==> src/rtl/spi_rt_pkg.sv <==
package spi_rt_pkg;
  localparam int FRAME_BITS = 8;
  localparam int CNT_W      = $clog2(FRAME_BITS + 2);
  localparam int PORT_W     = 3;
  typedef logic [FRAME_BITS-1:0] frame_t;
  localparam frame_t SEL_NONE = '1;
endpackage

==> src/rtl/spi_rt_shift.sv <==
module spi_rt_shift
  import spi_rt_pkg::*;
(
  input  logic   clk,
  input  logic   rst_n,
  input  logic   cs_n,
  input  logic   cs_n_prev,
  input  logic   sck_rise,
  input  logic   mosi,
  output logic   done_o,
  output logic   ok_o,
  output frame_t data_o
);
  localparam logic [CNT_W-1:0] FULL = CNT_W'(FRAME_BITS);
  localparam logic [CNT_W-1:0] SAT  = CNT_W'(FRAME_BITS + 1);

  logic [CNT_W-1:0] cnt_q;
  frame_t           sr_q;
  logic             cs_fall;

  assign cs_fall = !cs_n && cs_n_prev;

  always_ff @(posedge clk or negedge rst_n) begin
    if (!rst_n) begin
      cnt_q <= '0;
      sr_q  <= '0;
    end else if (cs_fall) begin
      cnt_q <= '0;
    end else if (!cs_n && sck_rise) begin
      sr_q <= {sr_q[FRAME_BITS-2:0], mosi};
      if (cnt_q != SAT) cnt_q <= cnt_q + 1'b1;
    end
  end

  assign done_o = cs_n && !cs_n_prev;
  assign ok_o   = (cnt_q == FULL);
  assign data_o = sr_q;

  // bit counter saturates, never wraps back to a valid length
  a_r3_cnt_bounded: assert property (@(posedge clk) disable iff (!rst_n)
    cnt_q <= SAT);
endmodule

==> src/rtl/spi_rt_decode.sv <==
module spi_rt_decode
  import spi_rt_pkg::*;
#(
  parameter int     N_MOD    = 4,
  parameter int     MOD_BASE = 0,
  parameter frame_t LED_SEL  = 8'h08
) (
  input  logic             clk,
  input  logic             rst_n,
  input  logic             sel_wr,
  input  frame_t           sel_din,
  input  logic             dat_cs_n,
  input  logic [N_MOD-1:0] mod_miso,
  output logic [N_MOD-1:0] mod_cs_n,
  output logic             host_miso,
  output logic             led_hit
);
  frame_t            sel_q;
  logic [PORT_W-1:0] idx;
  logic              is_mod;

  always_ff @(posedge clk or negedge rst_n) begin
    if (!rst_n)      sel_q <= SEL_NONE;
    else if (sel_wr) sel_q <= sel_din;
  end

  assign idx    = sel_q[PORT_W-1:0] - PORT_W'(MOD_BASE);
  assign is_mod = (sel_q[FRAME_BITS-1:PORT_W] == '0) &&
                  ({1'b0, idx} < (PORT_W+1)'(N_MOD));
  assign led_hit = (sel_q == LED_SEL);

  for (genvar i = 0; i < N_MOD; i++) begin : g_cs
    assign mod_cs_n[i] = dat_cs_n || !(is_mod && (idx == PORT_W'(i)));
  end

  assign host_miso = |(~mod_cs_n & mod_miso);

  // select register moves only on a completed select frame
  a_r2_sel_hold: assert property (@(posedge clk) disable iff (!rst_n)
    !sel_wr |=> $stable(sel_q));
  // never more than one module selected
  a_r4_cs_onehot: assert property (@(posedge clk) disable iff (!rst_n)
    $onehot0(~mod_cs_n));
  // LED destination keeps every module deselected
  a_r7_led_cs_quiet: assert property (@(posedge clk) disable iff (!rst_n)
    led_hit |-> (&mod_cs_n));
  // nothing addressed means quiet outputs
  a_r9_unaddressed_quiet: assert property (@(posedge clk) disable iff (!rst_n)
    !is_mod |-> ((&mod_cs_n) && !host_miso));
endmodule

==> src/rtl/spi_rt_led.sv <==
module spi_rt_led
  import spi_rt_pkg::*;
(
  input  logic                    clk,
  input  logic                    rst_n,
  input  logic                    wr,
  input  frame_t                  din,
  output logic [FRAME_BITS/2-1:0] led_red,
  output logic [FRAME_BITS/2-1:0] led_grn
);
  localparam int N_LED = FRAME_BITS / 2;

  frame_t led_q;

  always_ff @(posedge clk or negedge rst_n) begin
    if (!rst_n)  led_q <= '0;
    else if (wr) led_q <= din;
  end

  for (genvar i = 0; i < N_LED; i++) begin : g_led
    assign led_red[i] = (led_q[2*i+1 -: 2] == 2'b01);
    assign led_grn[i] = (led_q[2*i+1 -: 2] == 2'b10);
  end

  // LED state only changes on an accepted write
  a_r8_led_hold: assert property (@(posedge clk) disable iff (!rst_n)
    !wr |=> $stable(led_q));
endmodule

==> src/rtl/spi_cs_router.sv <==
module spi_cs_router
  import spi_rt_pkg::*;
#(
  parameter int     N_MOD    = 4,
  parameter int     MOD_BASE = 0,
  parameter frame_t LED_SEL  = 8'h08,
  localparam int    N_LED    = FRAME_BITS / 2
) (
  input  logic             clk,
  input  logic             rst_n,
  input  logic             host_sck,
  input  logic             host_mosi,
  input  logic             host_sel_cs_n,
  input  logic             host_dat_cs_n,
  output logic             host_miso,
  output logic             mod_sck,
  output logic             mod_mosi,
  output logic [N_MOD-1:0] mod_cs_n,
  input  logic [N_MOD-1:0] mod_miso,
  output logic [N_LED-1:0] led_red,
  output logic [N_LED-1:0] led_grn
);
  // synchronizer bit order: [3]=sck [2]=mosi [1]=select cs [0]=data cs
  localparam logic [3:0] IDLE = 4'b0011;

  logic [3:0] raw, s1_q, s2_q;
  logic [2:0] prev_q;          // {sck, select cs, data cs}
  logic       sck_rise;
  logic [1:0] f_done, f_ok;    // [1]=select frame, [0]=data frame
  frame_t     f_data [2];
  logic       led_hit;

  assign raw = {host_sck, host_mosi, host_sel_cs_n, host_dat_cs_n};

  always_ff @(posedge clk or negedge rst_n) begin
    if (!rst_n) begin
      s1_q   <= IDLE;
      s2_q   <= IDLE;
      prev_q <= {IDLE[3], IDLE[1:0]};
    end else begin
      s1_q   <= raw;
      s2_q   <= s1_q;
      prev_q <= {s2_q[3], s2_q[1:0]};
    end
  end

  assign sck_rise = s2_q[3] && !prev_q[2];

  for (genvar g = 0; g < 2; g++) begin : g_frame
    spi_rt_shift u_shift (
      .clk       (clk),
      .rst_n     (rst_n),
      .cs_n      (s2_q[g]),
      .cs_n_prev (prev_q[g]),
      .sck_rise  (sck_rise),
      .mosi      (s2_q[2]),
      .done_o    (f_done[g]),
      .ok_o      (f_ok[g]),
      .data_o    (f_data[g])
    );
  end

  assign mod_sck  = host_sck;
  assign mod_mosi = host_mosi;

  spi_rt_decode #(
    .N_MOD    (N_MOD),
    .MOD_BASE (MOD_BASE),
    .LED_SEL  (LED_SEL)
  ) u_decode (
    .clk       (clk),
    .rst_n     (rst_n),
    .sel_wr    (f_done[1] && f_ok[1]),
    .sel_din   (f_data[1]),
    .dat_cs_n  (host_dat_cs_n),
    .mod_miso  (mod_miso),
    .mod_cs_n  (mod_cs_n),
    .host_miso (host_miso),
    .led_hit   (led_hit)
  );

  spi_rt_led u_led (
    .clk     (clk),
    .rst_n   (rst_n),
    .wr      (f_done[0] && f_ok[0] && led_hit),
    .din     (f_data[0]),
    .led_red (led_red),
    .led_grn (led_grn)
  );

  // idle data chip select keeps all modules deselected
  a_r4_dcs_idle: assert property (@(posedge clk) disable iff (!rst_n)
    host_dat_cs_n |-> (&mod_cs_n));
  // shared lines forwarded unchanged
  a_r5_forward: assert property (@(posedge clk) disable iff (!rst_n)
    (mod_sck == host_sck) && (mod_mosi == host_mosi));
endmodule

==> config.mk <==
export PLATFORM = sky130hd
export DESIGN_NAME = spi_cs_router
export DESIGN_NICKNAME = d
export VERILOG_FILES = /design/src/rtl/spi_rt_pkg.sv /design/src/rtl/spi_rt_shift.sv /design/src/rtl/spi_rt_decode.sv /design/src/rtl/spi_rt_led.sv /design/src/rtl/spi_cs_router.sv
export SDC_FILE = /design/constraint.sdc
export NUM_CORES = 1
export LEC_CHECK = 0
export BUFFER_PORTS_ARGS = -buffer_cell sky130_fd_sc_hd__buf_2
export CORE_MARGIN = 8
export CORE_UTILIZATION = 50
export CTS_BUF_LIST = sky130_fd_sc_hd__clkbuf_2
export CTS_CLUSTER_SIZE = 14
export DETAILED_ROUTE_END_ITERATION = 8
export PLACE_DENSITY = 0.77
export SYNTH_ARGS = -nofsm -noshare
export SYNTH_HDL_FRONTEND = slang
export SYNTH_SLANG_ARGS = --single-unit
==> constraint.sdc <==
create_clock -name clk -period 2.8 [get_ports clk]
set_input_delay 0.84 -clock clk [delete_from_list [all_inputs] [get_ports clk]]
set_output_delay 0.84 -clock clk [all_outputs]
set_load 0.05 [all_outputs]
==> results.sh <==
export IMPL_status="finished with violations"
export IMPL_violations="setup timing"
export IMPL_cts_clk_slew_worst_paths_ps=240
export IMPL_portBuffers=24
export IMPL_hold_path_class="in2async"
export IMPL_io_pins=25
export IMPL_synth_top_area_share_pct=42.2
export IMPL_cts_htree_levels=2
export IMPL_worst_path_largest_cell_delay_ps=650
export IMPL_initial_core_util_pct=51.1
export IMPL_worst_pin_slew_ps=653
export IMPL_r2r_worst_path_cells=4
export IMPL_routed_wl_mm=3.87
export IMPL_critPathLaunchType="flop"
export IMPL_final_max_slew_violation_count=0
export IMPL_dpl_worst_slack_ps=152
export IMPL_setup_viol=1
export IMPL_fin_util_pct=57.7
export IMPL_critPathSlowestCell="dfstp_2"
export IMPL_yosys_warnings=0
export IMPL_vias=1371
export IMPL_clock_root_buffer="clkbuf_2"
export IMPL_rows=24
export IMPL_path_class="reg2out"
export IMPL_hold_viol_final=0
export IMPL_dr_pass1_iters=4
export IMPL_regToRegSetupSlack_ps=580
export IMPL_grt_pass1_wl_mm=6.60
export IMPL_route_detailed_drc=0
export IMPL_fillerInstances=343
export IMPL_yosys_top_cells_area="dfrtp_1, dfstp_2, mux2_2"
export IMPL_rsz0062_at_grt="true"
export IMPL_path_cells="mux4_1 -> and2_4 -> buf_8"
export IMPL_synth_top_area_cell="dfrtp_1"
export IMPL_final_setup_worst_slack_ps=-8.78
export IMPL_postSynthAreaPerCell_um2=13.8
export IMPL_wire_per_inst_um=15.9
export IMPL_grt_overflow_total=0
export IMPL_cp_required_ps=1960
export IMPL_hold_buffers=0
export IMPL_die_height_um=82.2
export IMPL_grt_pass1_vias=1417
export IMPL_drive_above_1_share_pct=46.6
export IMPL_cts_sinks=51
export IMPL_leakage_nw=1.15
export IMPL_antenna_found_initial=0
export IMPL_syn_cell_area_um2=2190
export IMPL_synth_cell_type_count=30
export IMPL_swShare_pct=26.0
export IMPL_clk_latency_ps=420
export IMPL_cap_viol_max_count=0
export IMPL_core_area_um2=4290
export IMPL_power_density_nw_per_um2=514
export IMPL_p_sw_uw=331
export IMPL_grt_max_degree=21
export IMPL_slew_headroom_pct=56.2
export IMPL_internal_power_uw=941
export IMPL_cts_path_max_buffers=2
export IMPL_ys_seq_area_share_pct=59.0
export IMPL_crit_arrival_ps=1970
export IMPL_ys_ff_latch=51
export IMPL_synth_fp_nets=175
export IMPL_via_per_inst=5.64
export IMPL_endpoint_kind="primary output"
export IMPL_fin_crit_ps=2810
export IMPL_power_mw=1.27
export IMPL_combinationalPowerShare_pct=10.3
export IMPL_grt_usage_pct=12.7
export IMPL_seqPwrFrac_pct=67.6
export IMPL_postRouteAntennaNets=0
export IMPL_crit_path_max_fanout=7
export IMPL_area_growth_pct=12.9
export IMPL_diodes=0
export IMPL_dieArea_um2=6760
export IMPL_cts_tree="done"
export IMPL_p_clk_share_pct=22.1
export IMPL_fmax_mhz=356
export IMPL_cts_made_buffers=5
export IMPL_rr_startpoint="u_decode.sel_q[4]"
export IMPL_hpwlAfterDp_mm=2.84
export IMPL_fp_dieW_um=82.2
export IMPL_peakVddDrop_v=0.000288
export IMPL_first_iter_violations=87
export IMPL_netlist_instances=159
export IMPL_gp_congestion=0.802
export IMPL_fin_nets=206
export IMPL_r2r_end="u_led.led_q[5]"
export IMPL_hold_slack_ps=294
export IMPL_finalCritPeriodShare_pct=100
export IMPL_clock_skew_ps=24.1
==> power groups by stage <==
stage / clock, mW / sequential, mW / combinational (mW)
floorplan: 0 / 0.856 / 0.0911
global placement: 0 / 0.868 / 0.120
detailed placement: 0 / 0.873 / 0.129
CTS: 0.289 / 0.860 / 0.135
global route: 0.311 / 0.874 / 0.148
finish: 0.281 / 0.860 / 0.132
==> placed cells by master (no fill, tap or decap), drive strengths merged, types with 2 or more instances in the layout <==
| cell | instances |
|---|---|
| nand2 | 2 |
| mux2 | 32 |
| or3b | 2 |
| nand3 | 7 |
| a21oi | 8 |
| o21ai | 6 |
| dfrtp | 37 |
| clkbuf | 6 |
| nor4 | 2 |
| nor2b | 10 |
| o31ai | 2 |
| nand3b | 4 |
| dfstp | 14 |
| buf | 28 |
| nor2 | 3 |
| or4 | 4 |
| inv | 6 |
| clkinv | 2 |
| ha | 6 |
| and3b | 2 |
| nor3b | 2 |
==> synth_stat cells <==
| library cell | instances |
|---|---|
| dfrtp_1 | 37 |
| mux2_2 | 32 |
| dfstp_2 | 14 |
| nor2b_1 | 10 |
| a21oi_1 | 8 |
| nand3_1 | 7 |
| ha_1 | 6 |
| inv_1 | 6 |
| o21ai_0 | 6 |
| nand3b_1 | 4 |
| or4_1 | 3 |
| and3b_1 | 2 |
| buf_4 | 2 |
| clkbuf_1 | 2 |
| nand2_1 | 2 |
| nor2_2 | 2 |
| nor3b_1 | 2 |
| o31ai_1 | 2 |
| and2_1 | 1 |
| mux4_1 | 1 |
| nand4b_1 | 1 |
| nor2_1 | 1 |
| nor4_1 | 1 |
| nor4_4 | 1 |
| nor4bb_1 | 1 |
| or3_1 | 1 |
| or3b_1 | 1 |
| or3b_2 | 1 |
| or4_4 | 1 |
| or4b_4 | 1 |
==> sequential cells by signal (all words and copies together), names as in the netlist <==
signal and cells:
g_frame.u_shift.cnt_q 8, s2_q 4, g_frame.u_shift.data_o 16, u_led.led_q 8, u_decode.sel_q 8, s1_q 4, prev_q 3
==> repair_timing <==
| action | CTS | global route |
|---|---|---|
| pin swaps | 1 | 1 |
| setup endpoints to repair | 5 | 5 |
| gates resized for setup | 14 | 0 |
| endpoints found under the hold margin | 0 | 0 |
| buffers inserted | 1 | 0 |
==> logic make-up after synthesis <==
logic type,Yosys count,synth area share (%)
flip-flops,51,59.0
AND/OR/NAND/NOR,43,14.0
buffers and inverters,10,2.05
AO/OA/AOI/OAI,16,3.88
adder cells (fa/ha/maj),6,3.42
multiplexers,33,17.6
==> how the worst max path moves through the flow <==
stage | cells after the start | endpoint | slack (ps) | start
after floorplan | 2 | mod_cs_n[1] | 120 | host_dat_cs_n
after global placement | 5 | host_miso | 120 | host_dat_cs_n
after detailed placement | 4 | host_miso | 150 | mod_miso[1]
after CTS | 5 | host_miso | -50 | u_decode.sel_q[7]
after global routing | 5 | host_miso | -110 | u_decode.sel_q[4]
final | 3 | host_miso | -9 | u_decode.sel_q[0]
==> worst max-delay path: cells and delay by family (launching register included) <==
kind	cells	cell delay, ps
DFF	1	650
muxes	1	590
and+or+nand+nor	1	180
buffers and inverters	1	140
==> routing by layer <==
metal	track usage, %	routed length (um)
met4	6.49	79
met3	3.03	118
met5	0	0
met2	21.6	2100
met1	14.4	1570
==> area by class of cell <==
class	instances	area, um^2	share of cell area, %
Clock buffer	6	30.0	1.21
Clock inverter	2	8.76	0.354
Inverter	6	22.5	0.909
Multi-Input combinational cell	98	872	35.2
Sequential cell	51	1290	52.2
Tap cell	52	65.1	2.63
Timing Repair Buffer	28	185	7.47
==> through the flow <==
step                      setup TNS [ps]  area [um^2]  std cells
after floorplan                        0         2190        159
after detailed placement               0         2380        234
after global placement                 0         2380        234
after global routing                -475         2480        243
after CTS                           -113         2480        243
final                              -8.78         2480        243
No activity file was read; power rests on OpenSTA's default activity.
